==> config.mk <==
export PLATFORM = sky130hd
export DESIGN_NAME = tlb_xlate
export DESIGN_NICKNAME = d
export VERILOG_FILES = /design/src/rtl/tlb_pkg.sv /design/src/rtl/tlb_match.sv /design/src/rtl/tlb_prio.sv /design/src/rtl/tlb_random.sv /design/src/rtl/tlb_xlate.sv
export SDC_FILE = /design/constraint.sdc
export NUM_CORES = 2
export LEC_CHECK = 0
export BUFFER_PORTS_ARGS = -buffer_cell sky130_fd_sc_hd__buf_2
export CAP_MARGIN = 5
export CELL_PAD_IN_SITES_DETAIL_PLACEMENT = 1
export CELL_PAD_IN_SITES_GLOBAL_PLACEMENT = 2
export CORE_ASPECT_RATIO = 1.75
export CORE_MARGIN = 2
export CORE_UTILIZATION = 41
export CTS_CLUSTER_SIZE = 14
export DETAILED_ROUTE_END_ITERATION = 8
export PLACE_DENSITY = 0.81
export SETUP_SLACK_MARGIN = 0.2
export SLEW_MARGIN = 30
export SYNTH_ARGS = -nofsm -noshare
export SYNTH_HDL_FRONTEND = slang
export SYNTH_SLANG_ARGS = --single-unit
export TNS_END_PERCENT = 100
==> constraint.sdc <==
create_clock -name clk -period 5 [get_ports clk]
set_input_delay 0.5 -clock clk [delete_from_list [all_inputs] [get_ports clk]]
set_output_delay 0.5 -clock clk [all_outputs]
set_load 0.005 [all_outputs]
==> src/rtl/tlb_pkg.sv <==
package tlb_pkg;
  typedef enum logic [1:0] {
    EXC_NONE     = 2'd0,
    EXC_REFILL   = 2'd1,
    EXC_INVALID  = 2'd2,
    EXC_MODIFIED = 2'd3
  } tlb_exc_e;
endpackage

==> src/rtl/tlb_match.sv <==
module tlb_match #(
  parameter int VPN_W  = 20,
  parameter int ASID_W = 8,
  parameter int MASK_W = 8
) (
  input  logic [VPN_W-1:0]  q_vpn,
  input  logic [ASID_W-1:0] q_asid,
  input  logic [VPN_W-1:0]  e_vpn,
  input  logic [ASID_W-1:0] e_asid,
  input  logic [MASK_W-1:0] e_mask,
  input  logic              e_global,
  output logic              hit
);
  localparam int PAD_W = VPN_W - MASK_W;

  logic [VPN_W-1:0] care;
  logic             vpn_eq;
  logic             asid_ok;

  // Bits covered by the mask are left out of the compare
  assign care    = ~{{PAD_W{1'b0}}, e_mask};
  assign vpn_eq  = ((q_vpn ^ e_vpn) & care) == '0;
  assign asid_ok = e_global || (q_asid == e_asid);
  assign hit     = vpn_eq && asid_ok;
endmodule

==> src/rtl/tlb_prio.sv <==
module tlb_prio #(
  parameter int N     = 32,
  parameter int IDX_W = 5
) (
  input  logic [N-1:0]     req,
  output logic             found,
  output logic [IDX_W-1:0] idx
);
  logic [N-1:0] below;

  always_comb begin
    found = 1'b0;
    idx   = '0;
    for (int i = N - 1; i >= 0; i--) begin
      if (req[i]) begin
        found = 1'b1;
        idx   = IDX_W'(i);
      end
    end
  end

  assign below = (N'(1) << idx) - N'(1);

  // the chosen slot requests, and no lower slot does
  always_comb begin
    if (found) begin
      a_r2_sel_requests: assert (req[idx]);
      a_r2_lowest_wins: assert ((req & below) == '0);
    end
  end
endmodule

==> src/rtl/tlb_random.sv <==
module tlb_random #(
  parameter int ENTRIES = 32,
  parameter int IDX_W   = 5
) (
  input  logic             clk,
  input  logic             rst,
  input  logic             wired_we,
  input  logic [IDX_W-1:0] wired_val,
  output logic [IDX_W-1:0] rand_idx,
  output logic [IDX_W-1:0] wired_cnt
);
  localparam logic [IDX_W-1:0] LAST = IDX_W'(ENTRIES - 1);

  logic [IDX_W-1:0] rnd_q;
  logic [IDX_W-1:0] wired_q;

  always_ff @(posedge clk) begin
    if (rst) begin
      wired_q <= '0;
      rnd_q   <= LAST;
    end else if (wired_we) begin
      wired_q <= wired_val;
      rnd_q   <= LAST;
    end else if (rnd_q <= wired_q) begin
      rnd_q <= LAST;
    end else begin
      rnd_q <= rnd_q - IDX_W'(1);
    end
  end

  assign rand_idx  = rnd_q;
  assign wired_cnt = wired_q;

  a_r10_in_range: assert property (@(posedge clk) disable iff (rst)
    rnd_q >= wired_q);
  a_r9_step_down: assert property (@(posedge clk) disable iff (rst)
    (!wired_we && rnd_q > wired_q) |=> rnd_q == $past(rnd_q) - IDX_W'(1));
  a_r9_wrap: assert property (@(posedge clk) disable iff (rst)
    (!wired_we && rnd_q == wired_q) |=> rnd_q == LAST);
  a_r10_reload: assert property (@(posedge clk) disable iff (rst)
    wired_we |=> (rnd_q == LAST && wired_q == $past(wired_val)));
endmodule

==> src/rtl/tlb_xlate.sv <==
module tlb_xlate #(
  parameter int ENTRIES = 32,
  parameter int VA_W    = 32,
  parameter int PAGE_W  = 12,
  parameter int ASID_W  = 8,
  parameter int MASK_W  = 8,
  parameter int CATTR_W = 3,
  parameter int IDX_W   = $clog2(ENTRIES),
  parameter int VPN_W   = VA_W - PAGE_W
) (
  input  logic               clk,
  input  logic               rst,
  input  logic               lk_valid,
  input  logic [VA_W-1:0]    lk_vaddr,
  input  logic [ASID_W-1:0]  lk_asid,
  input  logic               lk_store,
  output logic               res_valid,
  output logic               res_hit,
  output logic [1:0]         res_exc,
  output logic [VA_W-1:0]    res_paddr,
  output logic [CATTR_W-1:0] res_cattr,
  input  logic               wr_en,
  input  logic               wr_random,
  input  logic [IDX_W-1:0]   wr_index,
  input  logic [VPN_W-1:0]   wr_vpn,
  input  logic [ASID_W-1:0]  wr_asid,
  input  logic [MASK_W-1:0]  wr_mask,
  input  logic               wr_global,
  input  logic [VPN_W-1:0]   wr_pfn,
  input  logic               wr_valid,
  input  logic               wr_dirty,
  input  logic [CATTR_W-1:0] wr_cattr,
  input  logic               wired_we,
  input  logic [IDX_W-1:0]   wired_val,
  output logic [IDX_W-1:0]   rand_idx
);
  import tlb_pkg::*;

  localparam int PAD_W = VPN_W - MASK_W;

  logic [VPN_W-1:0]   ent_vpn   [ENTRIES];
  logic [ASID_W-1:0]  ent_asid  [ENTRIES];
  logic [MASK_W-1:0]  ent_mask  [ENTRIES];
  logic               ent_glob  [ENTRIES];
  logic [VPN_W-1:0]   ent_pfn   [ENTRIES];
  logic               ent_valid [ENTRIES];
  logic               ent_dirty [ENTRIES];
  logic [CATTR_W-1:0] ent_cattr [ENTRIES];

  logic [ENTRIES-1:0] match_vec;
  logic [IDX_W-1:0]   wsel;
  logic [IDX_W-1:0]   wired_cnt;
  logic               any_match;
  logic [IDX_W-1:0]   sel;
  logic [VPN_W-1:0]   q_vpn;
  logic [VPN_W-1:0]   mext;
  logic [VPN_W-1:0]   frame;
  tlb_exc_e           exc_d;

  tlb_random #(.ENTRIES(ENTRIES), .IDX_W(IDX_W)) u_rand (
    .clk(clk), .rst(rst), .wired_we(wired_we), .wired_val(wired_val),
    .rand_idx(rand_idx), .wired_cnt(wired_cnt)
  );

  // Replacement writes use the rotating index of this cycle
  assign wsel  = wr_random ? rand_idx : wr_index;
  assign q_vpn = lk_vaddr[VA_W-1:PAGE_W];

  for (genvar g = 0; g < ENTRIES; g++) begin : g_ent
    always_ff @(posedge clk) begin
      if (rst) begin
        ent_vpn[g]   <= '0;
        ent_asid[g]  <= '0;
        ent_mask[g]  <= '0;
        ent_glob[g]  <= 1'b0;
        ent_pfn[g]   <= '0;
        ent_valid[g] <= 1'b0;
        ent_dirty[g] <= 1'b0;
        ent_cattr[g] <= '0;
      end else if (wr_en && wsel == IDX_W'(g)) begin
        ent_vpn[g]   <= wr_vpn;
        ent_asid[g]  <= wr_asid;
        ent_mask[g]  <= wr_mask;
        ent_glob[g]  <= wr_global;
        ent_pfn[g]   <= wr_pfn;
        ent_valid[g] <= wr_valid;
        ent_dirty[g] <= wr_dirty;
        ent_cattr[g] <= wr_cattr;
      end
    end

    tlb_match #(.VPN_W(VPN_W), .ASID_W(ASID_W), .MASK_W(MASK_W)) u_cmp (
      .q_vpn(q_vpn), .q_asid(lk_asid),
      .e_vpn(ent_vpn[g]), .e_asid(ent_asid[g]), .e_mask(ent_mask[g]),
      .e_global(ent_glob[g]), .hit(match_vec[g])
    );
  end

  tlb_prio #(.N(ENTRIES), .IDX_W(IDX_W)) u_prio (
    .req(match_vec), .found(any_match), .idx(sel)
  );

  // Masked page-number bits come from the virtual address
  assign mext  = {{PAD_W{1'b0}}, ent_mask[sel]};
  assign frame = (ent_pfn[sel] & ~mext) | (q_vpn & mext);

  always_comb begin
    if (!any_match)                           exc_d = EXC_REFILL;
    else if (!ent_valid[sel])                 exc_d = EXC_INVALID;
    else if (lk_store && !ent_dirty[sel])     exc_d = EXC_MODIFIED;
    else                                      exc_d = EXC_NONE;
  end

  always_ff @(posedge clk) begin
    if (rst) begin
      res_valid <= 1'b0;
      res_hit   <= 1'b0;
      res_exc   <= EXC_NONE;
      res_paddr <= '0;
      res_cattr <= '0;
    end else begin
      res_valid <= lk_valid;
      res_exc   <= exc_d;
      res_hit   <= (exc_d == EXC_NONE);
      if (exc_d == EXC_NONE) begin
        res_paddr <= {frame, lk_vaddr[PAGE_W-1:0]};
        res_cattr <= ent_cattr[sel];
      end else begin
        res_paddr <= '0;
        res_cattr <= '0;
      end
    end
  end

  a_r1_result_follows: assert property (@(posedge clk) disable iff (rst)
    lk_valid |=> res_valid);
  a_r1_no_spurious: assert property (@(posedge clk) disable iff (rst)
    !lk_valid |=> !res_valid);
  a_r7_exc_clean: assert property (@(posedge clk) disable iff (rst)
    (res_valid && res_exc != 2'd0) |->
      (!res_hit && res_paddr == '0 && res_cattr == '0));
  a_r6_load_not_modified: assert property (@(posedge clk) disable iff (rst)
    (lk_valid && !lk_store) |=> res_exc != 2'd3);
  a_r11_no_locked_write: assert property (@(posedge clk) disable iff (rst)
    (wr_en && wr_random) |-> wsel >= wired_cnt);
endmodule

# [Yosys cells after proc, flatten, opt, wreduce, memory -nomap -nowiden]
# Memories as Yosys holds them, arrays and structs flattened. A register that Yosys moved wholly into a read port is not among the register bits.
# Index checks and enable logic that the tools add are counted.
[word_totals] ramBits=1984 register_bits=46 elab_cells=992 mem_count=8 input_bits=119
[op_classes] n_reduce_logical=134 bitwise=357 n_lt_le_gt_ge=1 mux=422 eq_ne=63 n_addsub=1
[memory_table] memory="ent_pfn" words=32 width=20 read_ports=1 rd_clocked_by_memory_dff=0 write_ports=32 line_no="tlb_xlate.sv:45" text="logic [VPN_W-1:0] ent_pfn [ENTRIES];"
[memory_table] memory="ent_vpn" words=32 width=20 read_ports=32 rd_clocked_by_memory_dff=0 write_ports=32 line_no="tlb_xlate.sv:41" text="logic [VPN_W-1:0] ent_vpn [ENTRIES];"
[memory_table] memory="ent_asid" words=32 width=8 read_ports=32 rd_clocked_by_memory_dff=0 write_ports=32 line_no="tlb_xlate.sv:42" text="logic [ASID_W-1:0] ent_asid [ENTRIES];"
[memory_table] memory="ent_mask" words=32 width=8 read_ports=33 rd_clocked_by_memory_dff=0 write_ports=32 line_no="tlb_xlate.sv:43" text="logic [MASK_W-1:0] ent_mask [ENTRIES];"
[memory_table] memory="ent_cattr" words=32 width=3 read_ports=1 rd_clocked_by_memory_dff=1 write_ports=32 line_no="tlb_xlate.sv:48" text="logic [CATTR_W-1:0] ent_cattr [ENTRIES];"
[memory_table] memory="ent_dirty" words=32 width=1 read_ports=1 rd_clocked_by_memory_dff=0 write_ports=32 line_no="tlb_xlate.sv:47" text="logic ent_dirty [ENTRIES];"
[memory_table] memory="2 more memories"
[op_table] op="$mux 20" count=64
[op_table] op="$and 20x20->20" count=33
[op_table] op="$not 8->20" count=33
[op_table] op="$logic_not 20->1" count=32
[op_table] op="$xor 20x20->20" count=32
[op_table] op="$mux 8" count=64
[op_table] op="$eq 8x8->1" count=32
[op_table] op="$or 1x1->1" count=256
[op_table] op="$mux 1" count=226
[op_table] op="$mux 5" count=33
[op_table] op="$mux 3" count=32
[op_table] op="$eq 5x5->1 const B" count=16
[op_table] op="$logic_and 1x1->1" count=65
[op_table] op="$eq 5x4->1 const B" count=8
[op_table] op="$logic_or 1x1->1" count=32
[op_table] op="$and 20x8->20" count=1
[op_table] op="$eq 5x3->1 const B" count=4
[op_table] op="$or 20x20->20" count=1
[op_table] op="$eq 5x2->1 const B" count=2
[op_table] op="$mux 2" count=3
[op_table] op="$eq 5x1->1 const B" count=1
[op_table] op="$le 5x5->1" count=1
[op_table] op="$logic_not 5->1" count=1
[op_table] op="$sub 5x1->5 const B" count=1
[op_table] op="other kinds (5)" count=5

# [Longest topological paths before layout]
# An unclocked memory read counts as a cell.
[logic_depth] ltp_word=46 ltp_mapped=21 mapped_depth_nobuf=14

# [Modules after synthesis]
# Synthesis repeated with hierarchy kept, for this count alone.
[hier_totals] cells_unflattened=6508 hier_area_um2=94869.7
[modules_own_cells] mod="tlb_xlate" cells_per_inst=5079 area_per_inst_um2=83598.9 n_inst=1 seq_area_each_um2=60357.9
[modules_own_cells] mod="tlb_match" cells_per_inst=41 area_per_inst_um2=324.1 n_inst=32 seq_area_each_um2=0.0
[modules_own_cells] mod="tlb_random" cells_per_inst=52 area_per_inst_um2=530.5 n_inst=1 seq_area_each_um2=200.2
[modules_own_cells] mod="tlb_prio" cells_per_inst=65 area_per_inst_um2=370.4 n_inst=1 seq_area_each_um2=0.0

# [Worst setup path before layout]
# No wires, ideal clock.
[synth_timing] kind="input -> register" startpoint="input wr_random" endpoint="memory ent_asid[0][0], enable pin" path_stages=4 slack_ns=0.335 t_arrival_ns=4.170 path_buffers=1 cell_sequence="clkbuf_1 o31ai_1 nand2_1 o21bai_1"
[synth_lines] element="from (decl)" line_no="tlb_xlate.sv:23" text="input logic wr_random,"
[synth_lines] element="to (decl)" line_no="tlb_xlate.sv:42"

==> results.json <==
{
  "dieArea_um2": 244000,
  "grt_start_max_net_pins": 76,
  "min_path_cells": 4,
  "drt-pass1-iter-count": 6,
  "vias": 67400,
  "rsz0062_at_grt": "true",
  "insertion_delay_ns": 0.93,
  "max_freq_mhz": 211,
  "cts.sinks": 2033,
  "synth_enable_flop_cells": 1984,
  "synth_top_area_cell": "edfxtp_1",
  "max-vdd-ir-drop_mv": 0.292,
  "hpwl_um": 247000,
  "synth_top_area_share_pct": 60.7,
  "grtUsageTotal_pct": 30.5,
  "setup_viol": 0,
  "fin_cells": 11600,
  "syn2layout_area_growth_pct": 17.0,
  "drcViolationCount": 0,
  "port_buffers": 162,
  "yosys_warnings": 0,
  "via_per_inst": 5.83,
  "p_leak_nw": 42.2,
  "critPathMaxFanout": 16,
  "final_nets": 8417,
  "synthCells": 7868,
  "start_util_pct": 41.2,
  "worst_ep_required_time_ns": 5.82,
  "fillers": 24200,
  "antenna_found_initial": 37,
  "fin_util_pct": 48.2,
  "pin_count": 163,
  "yosys.area_share.simple_pct": 19.6,
  "final_area_um2": 115000,
  "routed_wl_um": 378000,
  "synth-compound-area-share_pct": 4.78,
  "synth_nets": 7993,
  "synth_adder_area_share_pct": 0.0764,
  "tns_ns": 0,
  "postRouteAntennaNets": 0,
  "end_kind": "register",
  "grt_pass1_vias": 72200,
  "cap_violations": 0,
  "ys.flop_type": "edfxtp_1",
  "cts_inserted_buffers": 200,
  "synthMuxAreaShare_pct": 2.03,
  "period_share_pct": 94.9,
  "dpl-instance-area_um2": 108000,
  "grt_first_pass_wirelength_um": 527000,
  "seq_area_frac_synth_pct": 61.7,
  "cp-start-kind": "register",
  "clock_skew_ns": 0.0820,
  "dieWidth_um": 374,
  "grt-ovfl-total": 0,
  "routedWlPerCell_um": 32.7,
  "slew_headroom_pct": 27.3,
  "rr_worst_depth": 18,
  "ys_types": 86,
  "cts_max_level": 4,
  "yosys-top-cells-area": "edfxtp_1 (61%), and2_1 (13%), xnor2_1 (6.8%)",
  "report.final.slew_viol_count": 0,
  "drive_gt1_share_pct": 16.6,
  "synth-xor-area-share_pct": 8.02,
  "coreArea_um2": 238000,
  "fin_ws_ns": 0.257,
  "max-clock-path-buffers": 4,
  "ys_ff_latch": 2033,
  "path_class": "register to register",
  "cts-root-buf": "clkbuf_16",
  "finalHoldViolCount": 0,
  "status": "finished, final reports clean",
  "die_y_um": 651,
  "synth.avg_cell_area_um2": 12.5,
  "first_iter_violations": 6284,
  "syn_area_um2": 98200,
  "cts_tree": "yes",
  "synth_top_family_by_area": "simple AND/OR/NAND/NOR gates",
  "tightest_slew_ns": 1.09,
  "hp-class": "input pin to register",
  "place_inst": 11200,
  "num_rows": 237,
  "period_needed_ns": 4.74,
  "power.density_nw_per_um2": 326,
  "clkTransAtPathRegs_ns": 0.07,
  "async_flop_share_pct": 0,
  "dp_slack_ns": -0.917,
  "place.gp.congestion": 0.953,
  "worstPathArrival_ns": 5.57
}
## sequential cells by signal, summed over array words and instances (netlist names)
signal,count
ent_pfn,640
ent_mask,256
res_exc,2
res_cattr,3
res_valid,1
u_rand.wired_cnt,5
ent_vpn,640
ent_glob,32
u_rand.rand_idx,5
res_hit,1
ent_dirty,32
ent_valid,32
ent_cattr,96
ent_asid,256
res_paddr,32
## cells in the final DEF (no fill, tap or decap), drive strengths merged, types with 80 or more instances in the layout
cell type  synthesis  layout
edfxtp          1984    1984
nand3             80      80
xnor2            768     768
a311oi           137     137
nand2            670     670
nor2              98      98
clkbuf           488     274
mux2i            126     126
and3             143     143
nand4            203     203
xor2             131     131
o22ai            138     138
buf              221     898
and2            2006    2006
## logic make-up after synthesis
logic type / after synthesis
buffers and inverters: 774
DFF: 2033
xor gates and xnor gates: 899
and+or+nand+nor: 3377
adders and majority gates: 6
AOI/OAI and AO/OA: 589
muxes: 190
## through the flow
step	power (mW)	hold slack (ns)
finish	37.4	0.107
CTS	37.5	0.0901
detailed placement	22.8	0.463
floorplan	21.3	0.423
global placement	22.6	0.457
global route	38.2	0.121
## power breakdown
part | internal, mW | switching, mW | total, mW
logic | 0.996 | 1.90 | 2.89
clock network | 8.14 | 6.79 | 14.9
registers | 19.3 | 0.281 | 19.6
## synth_stat cells, types with 7 or more instances
master,count
o311ai_0,33
buf_4,53
xor2_1,131
o32ai_1,9
nand3_1,80
o2111ai_1,59
o311ai_1,7
o211ai_1,30
dfxtp_1,49
a311oi_1,137
nor3_2,22
nor2_1,97
o22ai_1,137
xnor2_1,768
inv_1,64
o22a_1,9
clkbuf_1,474
buf_6,39
a211oi_2,11
o21ai_0,15
nor3_1,34
or3_1,30
a22oi_1,10
clkbuf_8,13
nor4_1,56
a21oi_1,12
mux2i_1,126
o31ai_1,10
a211oi_1,11
a32oi_1,18
mux2_2,63
nand2_1,666
o21bai_1,33
edfxtp_1,1984
a2bb2oi_1,10
and2_1,2006
and3_1,141
buf_2,118
nand4_1,203
## final cells by class
cell class	count	area [um2]	area share [%]
repair buffers	931	9150	7.97
multi-input cells	5061	34800	30.3
well taps	3107	3890	3.38
flip-flops and latches	2033	60600	52.7
clock inverters	80	679	0.591
clock buffers	270	5450	4.75
diodes	23	57.6	0.0501
inverters	65	244	0.212
## worst max-delay path: stages (launching register included)
cell      delay [ns]
edfxtp_1        0.40
xnor2_1         0.17
o22ai_1         0.14
or4_1           0.69
nor3_4          0.24
buf_4           0.15
o41a_1          0.22
and4bb_4        0.24
buf_4           0.15
nor2_4          0.36
nor2_1          0.14
buf_12          0.16
buf_12          0.14
a221o_1         0.33
a211oi_2        0.35
o22ai_4         0.14
buf_12          0.15
buf_12          0.17
a211oi_1        0.24
## routing by layer
metal / vias up / wire [um] / global-route usage [%]
li1: 28500 / - / -
met1: 34900 / 127000 / 32.6
met2: 2961 / 193000 / 54.5
met3: 1084 / 24000 / 4.01
met5: - / 61 / 0
met4: 10 / 33300 / 23.3
## final timing paths
check	start	slack [ns]	to
max	ent_vpn[1][161]	0.26	res_cattr[2]
min	wired_we	0.11	u_rand.rand_idx[4]
max reg2reg	ent_vpn[1][161]	0.26	res_cattr[2]
min reg2reg	u_rand.rand_idx[0]	0.47	u_rand.rand_idx[0]
## timing repair
item                                    CTS  global route
gates cloned                              0             4
endpoints found under the setup margin   38            38
hold endpoints to repair                 18             0
gates resized for setup                  19            38
hold buffers                             29             0
pin swaps                                 4            11
buffers inserted                          2             6
(Power assumes the default switching activity.)
